==> src/rtl/mtmr_pkg.sv <==
package mtmr_pkg;
  localparam int unsigned MTMR_CAUSE = 7;

  typedef enum logic {
    HALF_LO = 1'b0,
    HALF_HI = 1'b1
  } half_e;
endpackage

==> src/rtl/mtmr_prescaler.sv <==
module mtmr_prescaler #(
  parameter int PRESC = 100000
) (
  input  logic clk,
  input  logic rst,
  output logic tick
);
  localparam int PW = (PRESC > 1) ? $clog2(PRESC) : 1;

  generate
    if (PRESC <= 1) begin : g_every
      assign tick = 1'b1;
    end else begin : g_div
      localparam logic [PW-1:0] LAST = PW'(PRESC - 1);
      logic [PW-1:0] cnt_q;
      assign tick = (cnt_q == LAST);
      always_ff @(posedge clk) begin
        if (rst)       cnt_q <= '0;
        else if (tick) cnt_q <= '0;
        else           cnt_q <= cnt_q + 1'b1;
      end
    end
  endgenerate
endmodule

==> src/rtl/mtmr_counter.sv <==
module mtmr_counter #(
  parameter int TW = 64
) (
  input  logic          clk,
  input  logic          rst,
  input  logic          tick,
  output logic [TW-1:0] now
);
  function automatic logic [TW-1:0] advance(input logic [TW-1:0] t);
    return t + 1'b1;
  endfunction

  always_ff @(posedge clk) begin
    if (rst)       now <= '0;
    else if (tick) now <= advance(now);
  end
endmodule

==> src/rtl/mtmr_compare.sv <==
module mtmr_compare #(
  parameter int XW = 32
) (
  input  logic              clk,
  input  logic              rst,
  input  logic              step,
  input  logic              wr,
  input  mtmr_pkg::half_e   wr_half,
  input  logic [XW-1:0]     wr_data,
  input  logic [2*XW-1:0]   now,
  output logic              fire,
  output logic              armed
);
  localparam int TW = 2 * XW;

  function automatic logic past_due(input logic [TW-1:0] dl, input logic [TW-1:0] t);
    return dl < t;
  endfunction

  logic [TW-1:0] dl_q;

  assign fire = step && armed && !wr && past_due(dl_q, now);

  always_ff @(posedge clk) begin
    if (rst) begin
      dl_q  <= '0;
      armed <= 1'b0;
    end else if (wr) begin
      if (wr_half == mtmr_pkg::HALF_HI) dl_q[TW-1:XW] <= wr_data;
      else                              dl_q[XW-1:0]  <= wr_data;
      armed <= 1'b1;
    end else if (fire) begin
      armed <= 1'b0;
    end
  end
endmodule

==> src/rtl/mach_timer.sv <==
module mach_timer #(
  parameter int PRESC = 100000,
  parameter int XW    = 32
) (
  input  logic          clk,
  input  logic          rst,
  input  logic          step_i,
  input  logic          cmp_wr,
  input  logic          cmp_hi,
  input  logic [XW-1:0] cmp_data,
  input  logic          rd_hi,
  output logic [XW-1:0] rd_data,
  input  logic          irq_ack,
  output logic          irq_req,
  output logic          irq_intr,
  output logic [XW-2:0] irq_cause,
  output logic [XW-1:0] irq_tval
);
  localparam int TW = 2 * XW;

  logic          tick_w;
  logic          fire_w;
  logic          armed_w;
  logic [TW-1:0] time_w;
  logic          irq_q;

  mtmr_prescaler #(.PRESC(PRESC)) u_pre (
    .clk (clk),
    .rst (rst),
    .tick(tick_w)
  );

  mtmr_counter #(.TW(TW)) u_cnt (
    .clk (clk),
    .rst (rst),
    .tick(tick_w),
    .now (time_w)
  );

  mtmr_compare #(.XW(XW)) u_cmp (
    .clk    (clk),
    .rst    (rst),
    .step   (step_i),
    .wr     (cmp_wr),
    .wr_half(mtmr_pkg::half_e'(cmp_hi)),
    .wr_data(cmp_data),
    .now    (time_w),
    .fire   (fire_w),
    .armed  (armed_w)
  );

  always_ff @(posedge clk) begin
    if (rst)          irq_q <= 1'b0;
    else if (fire_w)  irq_q <= 1'b1;
    else if (irq_ack) irq_q <= 1'b0;
  end

  assign rd_data   = rd_hi ? time_w[TW-1:XW] : time_w[XW-1:0];
  assign irq_req   = irq_q;
  assign irq_intr  = irq_q;
  assign irq_cause = irq_q ? (XW-1)'(mtmr_pkg::MTMR_CAUSE) : '0;
  assign irq_tval  = '0;
endmodule

==> config.mk <==
export PLATFORM = sky130hd
export DESIGN_NAME = mach_timer
export DESIGN_NICKNAME = d
export VERILOG_FILES = /design/src/rtl/mtmr_pkg.sv /design/src/rtl/mtmr_prescaler.sv /design/src/rtl/mtmr_counter.sv /design/src/rtl/mtmr_compare.sv /design/src/rtl/mach_timer.sv
export SDC_FILE = /design/constraint.sdc
export NUM_CORES = 1
export LEC_CHECK = 0
export ABC_AREA = 1
export CAP_MARGIN = 25
export CORE_ASPECT_RATIO = 0.6
export CORE_MARGIN = 3
export CORE_UTILIZATION = 30
export DETAILED_ROUTE_END_ITERATION = 7
export DONT_BUFFER_PORTS = 1
export GPL_TIMING_DRIVEN = 0
export PLACE_DENSITY = 0.45
export REMOVE_ABC_BUFFERS = 1
export SYNTH_ARGS = -nofsm -noshare
export SYNTH_HDL_FRONTEND = slang
export SYNTH_SLANG_ARGS = --single-unit
==> constraint.sdc <==
create_clock -name clk -period 5.35 [get_ports clk]
set_input_delay 0.2675 -clock clk [delete_from_list [all_inputs] [get_ports clk]]
set_output_delay 0.2675 -clock clk [all_outputs]
set_load 0.02 [all_outputs]
# Word-level counts from Yosys, hierarchy flattened
# Cells that the tools add are included.
# W data, S select, Z words.
dict set report totals {
  register_bits 147
  input_bits 39
  output_inout_bits 97
}
dict set report op_classes {
  add_sub_neg 2
  order_cmp 1
  n_eq_ne 1
  muxes 6
  n_bitwise 1
  n_reduce_logical 9
}
# operator count
set ops {}
lappend ops {{$add A64 B1 Y64 const B} 1}
lappend ops {{$lt A64 B64 Y1} 1}
lappend ops {{$mux W32} 1}
lappend ops {{$add A17 B1 Y17 const B} 1}
lappend ops {{$eq A17 B17 Y1 const B} 1}
lappend ops {{$mux W1} 4}
lappend ops {{$reduce_and A2 Y1} 2}
lappend ops {{$reduce_bool A2 Y1} 2}
lappend ops {{$logic_and A1 B1 Y1} 3}
lappend ops {{$mux W3} 1}
lappend ops {{$reduce_or A2 Y1} 1}
lappend ops {{$logic_not A1 Y1} 1}
lappend ops {{$not A1 Y1} 1}

# Logic depth before layout (Yosys ltp)
dict set report depth {
  ltp_word 5
  depth_mapped 15
  ltp_nobuf 15
}

# Modules after synthesis
# From an unflattened synthesis, not the netlist that was laid out.
dict set report hier_totals {
  hier_cells 1483
  hier_area_um2 9831.9
}
# mod n_inst cells_each area_each_um2 seq_area_each_um2
set by_module_without_submodules {}
lappend by_module_without_submodules {mtmr_compare 1 552 3913.8 1301.2}
lappend by_module_without_submodules {mtmr_counter 1 618 3836.2 1281.2}
lappend by_module_without_submodules {mach_timer 1 173 1133.6 20.0}
lappend by_module_without_submodules {mtmr_prescaler 1 140 948.4 340.3}

# Least setup slack after synthesis
# No wires, ideal clock.
dict set report synth_path {
  path_kind {reg2reg}
  from {reg u_cnt.now[59]}
  to {reg irq_q (netlist: irq_intr)}
  arrival_ps 1638
  path_slack_ps 3579
  stages_incl_launch_ff 12
  cell_sequence {dfxtp_1 -> inv_1 -> ha_1 -> nand2_1 -> inv_1 -> nand3_1 -> or2_2 -> nor3_1 -> and3_1 -> nand2_1 -> nand2_1 -> a21oi_1}
}
dict set report synth_between {
  elab_chain_len 3
  elab_cells_between_ends 4
}
# element line
set synth_lines {}
lappend synth_lines {{start, declared} mtmr_counter.sv:7} ;# output logic [TW-1:0] now
lappend synth_lines {{start signal, assigned} mtmr_counter.sv:15} ;# else if (tick) now <= advance(now);
lappend synth_lines {{$lt A64 B64 Y1 *} mtmr_compare.sv:17} ;# return dl < t;
lappend synth_lines {{$logic_and A1 B1 Y1 *} mtmr_compare.sv:22} ;# assign fire = step && armed && !wr && past_due(dl_q, now);
lappend synth_lines {{$mux W1 / $reduce_bool A2 Y1 (equally long branches)} --}
lappend synth_lines {{end signal, assigned} mach_timer.sv:53} ;# if (rst) irq_q <= 1'b0;
lappend synth_lines {{end signal, assigned} mach_timer.sv:54} ;# else if (fire_w) irq_q <= 1'b1;
lappend synth_lines {{end signal, assigned} mach_timer.sv:55} ;# else if (irq_ack) irq_q <= 1'b0;
lappend synth_lines {{end, declared} mach_timer.sv:25} ;# logic irq_q;
# Mark *: on every way between the ends. The rest lies on a longest branch, timed or not.
# A chain may end at the register's enable or synchronous reset.

# Worst setup path after layout
dict set report layout_path {
  from {reg u_pre.g_div.cnt_q[0]}
  to {reg u_cnt.now[19]}
}
dict set report layout_between {
  elab_chain_len 1
}
# element line
set layout_lines {}
lappend layout_lines {{start, declared} mtmr_prescaler.sv:15} ;# logic [PW-1:0] cnt_q;
lappend layout_lines {{start signal, assigned} mtmr_prescaler.sv:20} ;# else cnt_q <= cnt_q + 1'b1;
lappend layout_lines {{$eq A17 B17 Y1} mtmr_prescaler.sv:16} ;# assign tick = (cnt_q == LAST);
# No other way between the ends.

==> impl_results.md <==
* GPL Wtd Cong at around 0.96
* Antenna cells at 0
* H-tree lvl count at 4
* DP Cell Count at 1,763
* Fmax at around 320 MHz
* Fin nets at between 1,500 and 2,000
* Commonest non-fill, non-tap cell in the layout: nand2_1
* CTS Buffer Depth at 2
* Hold/Removal Path Class: input port to flop
* Vias at 8,885
* CTS tree: built
* Die Width at 235 µm
* Initial antenna violation count at 0
* Synth Warn # at 0
* WS Path Type: flop to flop
* Io pins at about 140
* Slew @ Worst Pin at between 0.9 and 1 ns
* Post-synthesis xor/xnor area fraction at approximately 3.2%
* Total power at around 2700 µW
* Ys async rst share at 0%
* Clk Latency, worst-skew pair at between 0.4 and 0.5 ns
* HPWL Detailed at between 20 and 30 mm
* Core Box Area at 30,500 µm²
* Die height at around 140 µm
* DP Area at roughly 9600 µm²
* Drt pass-1 iters at 5
* Drt total wl at 33.5 mm
* Pin count of the biggest net entering global routing at 65
* Vias in the first global route at a little under 8,000
* Non-filler cells, final at roughly 1,800
* Outcome: finished, final reports clean
* Vias per std cell at 4.86
* Mux contribution to synthesized area at 0%
* Fin Setup TNS at 0 ns
* Final setup fails at 0
* Clk sink count at about 150
* End-of-flow core utilization at between 30% and 40%
* GRT Util Overall at just under 20%
* Antenna Nets Post-Route at 0
* Distinct cells, synth at 42
* Max Cap Violations at 0
* R2R setup slack at 2.21 ns
* Synth Flop Type: dfxtp_1
* Final Cycle Share at a little under 60%
* Setup repair bufs after CTS at 0
* Post-synth EDFFs at 0
* Most frequent cells in the layout: 282 x nand2_1, 230 x nor2_1, 147 x dfxtp_1
* Routed WL per cell at 18.4 µm
* CP max FO at 39
* DR iter-0 viols at around 870
* RSZ-0062 raised after global routing: no
* Crit path time final at ~3.1 ns
* Max Slew Vio Count at 0
* Fill cell count at around 3,300
* Num CTS Buffers at 17
* GR Overflow Total at 0
* CP required at between 5 and 6 ns
* Combinational family with the most area after synthesis: simple AND/OR/NAND/NOR gates
* Row count at 49
* Port buffer count at 0
* Mean post-synth cell area at ~6.7 µm²
* Ratio of cells with drive above 1 in the final layout at under 10%
* Initial Util at 31.0%
* Adder-Cell Fraction of Synth Area at approximately 8.6%
* Syn-to-layout area delta at 12.1%
* First-pass GRT wire length at approximately 50 mm
* Clock transition at the registers of the reported paths at around 0.060 ns
* Mapped Area at roughly 9400 µm²
* Synthesized flop and latch total at ~150
* Maximum vdd drop at between 0.2 and 0.25 mV
* Die ar. at about 34,000 µm²
* Cell Pwr Density at about 260 nW/µm²
* Critical Path AT at about 3.5 ns
* Simple-gate share of the synthesized area at 32.9%
* CTS Root Cell: clkbuf_16
* Setup crit end kind: flop
* Crit path launch type: flop
* DR DRC count at 0
* Setup Skew at about 0.010 ns
* Hold Vio Cnt, Final at 0
* Complex-gate fraction of the synthesized area at between 10% and 20%
* P_leak at between 0.003 and 0.004 µW
* Non-Filler Cell Area, Final at roughly 11,000 µm²
* Slew HR at between 30% and 40%
* Gate Count Post-Synth at about 1,400
* Seq/Total Area, Yosys at a little under a third
[through the flow]
stage / hold slack, ns / setup WS, ns
after floorplan: 0.337 / 2.93
after detailed placement: 0.353 / 2.20
after CTS: 0.00742 / 2.17
final: 0.0318 / 2.21
after global routing: 0.0535 / 1.94
after global placement: 0.353 / 0.509
[final cells by class]
class	count	area [µm²]	area share, %
Tap cell	408	510	4.83
Clock buffer	19	453	4.29
Sequential cell	147	2940	27.8
Inverter	117	439	4.15
Timing Repair Buffer	39	463	4.38
Multi-Input combinational cell	1087	5600	53.0
Clock inverter	10	159	1.50
[critical path, cell delays in order, from the launching register on]
cell     delay, ns
dfxtp_1       0.35
ha_1          0.19
nand2_2       0.10
inv_2         0.09
nand2_2       0.09
nor4_1        0.36
nand2_2       0.59
inv_2         0.85
o21ai_0       0.21
a21oi_1       0.16
[final timing paths]
path                                            from              endpoint  cells past startpoint
worst max-delay path            u_pre.g_div.cnt_q[0]         u_cnt.now[19]                      9
worst min-delay path                     cmp_data[2]        u_cmp.dl_q[34]                      2
worst max register to register  u_pre.g_div.cnt_q[0]         u_cnt.now[19]                      9
worst min register to register  u_pre.g_div.cnt_q[0]  u_pre.g_div.cnt_q[0]                      1
[power breakdown]
| part | switching (µW) | total [µW] | internal [µW] |
|---|---|---|---|
| clock | 499 | 1290 | 795 |
| combinational | 191 | 289 | 98.2 |
| sequential | 23.6 | 1150 | 1130 |
[cells in the mapped netlist, drive strengths merged, types with 2 or more instances]
master  instances  area (µm²)
a21oi          93         465
and2            3        18.8
buf            74         554
clkbuf         33         124
dfxtp         147        2940
ha             65         813
inv           116         435
nand2         288        1090
nand3          46         240
nand3b          4        33.8
nand4          34         213
nor2          243         952
nor3           67         424
nor3b           4        35.0
nor4            8        71.3
o21a            2        15.0
o21ai         128         641
or2             2        12.5
xor2           34         298
[flip-flops by register name, summed over array words and instances (netlist names)]
| signal | count |
|---|---|
| u_pre.g_div.cnt_q | 17 |
| u_cmp.armed | 1 |
| u_cnt.now | 64 |
| u_cmp.dl_q | 64 |
| irq_intr | 1 |
[layer usage]
metal | vias up | wire, µm | track usage (%)
li1 | 4488 | - | -
met1 | 4130 | 19200 | 33.3
met2 | 242 | 11500 | 23.4
met3 | 25 | 2400 | 4.85
met4 | 0 | 458 | 5.15
met5 | - | 0 | 0
[kinds of logic (layout without fill, tap and decap cells)]
logic type / after synthesis / after routing
xor gates and xnor gates: 34 / 34
and+or+nand+nor: 701 / 701
AOI/OAI and AO/OA: 227 / 227
DFF: 147 / 147
other: 1 / 60
adders and majority gates: 65 / 65
buffers and inverters: 224 / 185
[repair_timing]
item / CTS / global route
resized for setup: 0 / 0
hold buffers: 35 / 0
endpoints found under the hold margin: 110 / 0
No activity file was read; power rests on OpenSTA's default activity.
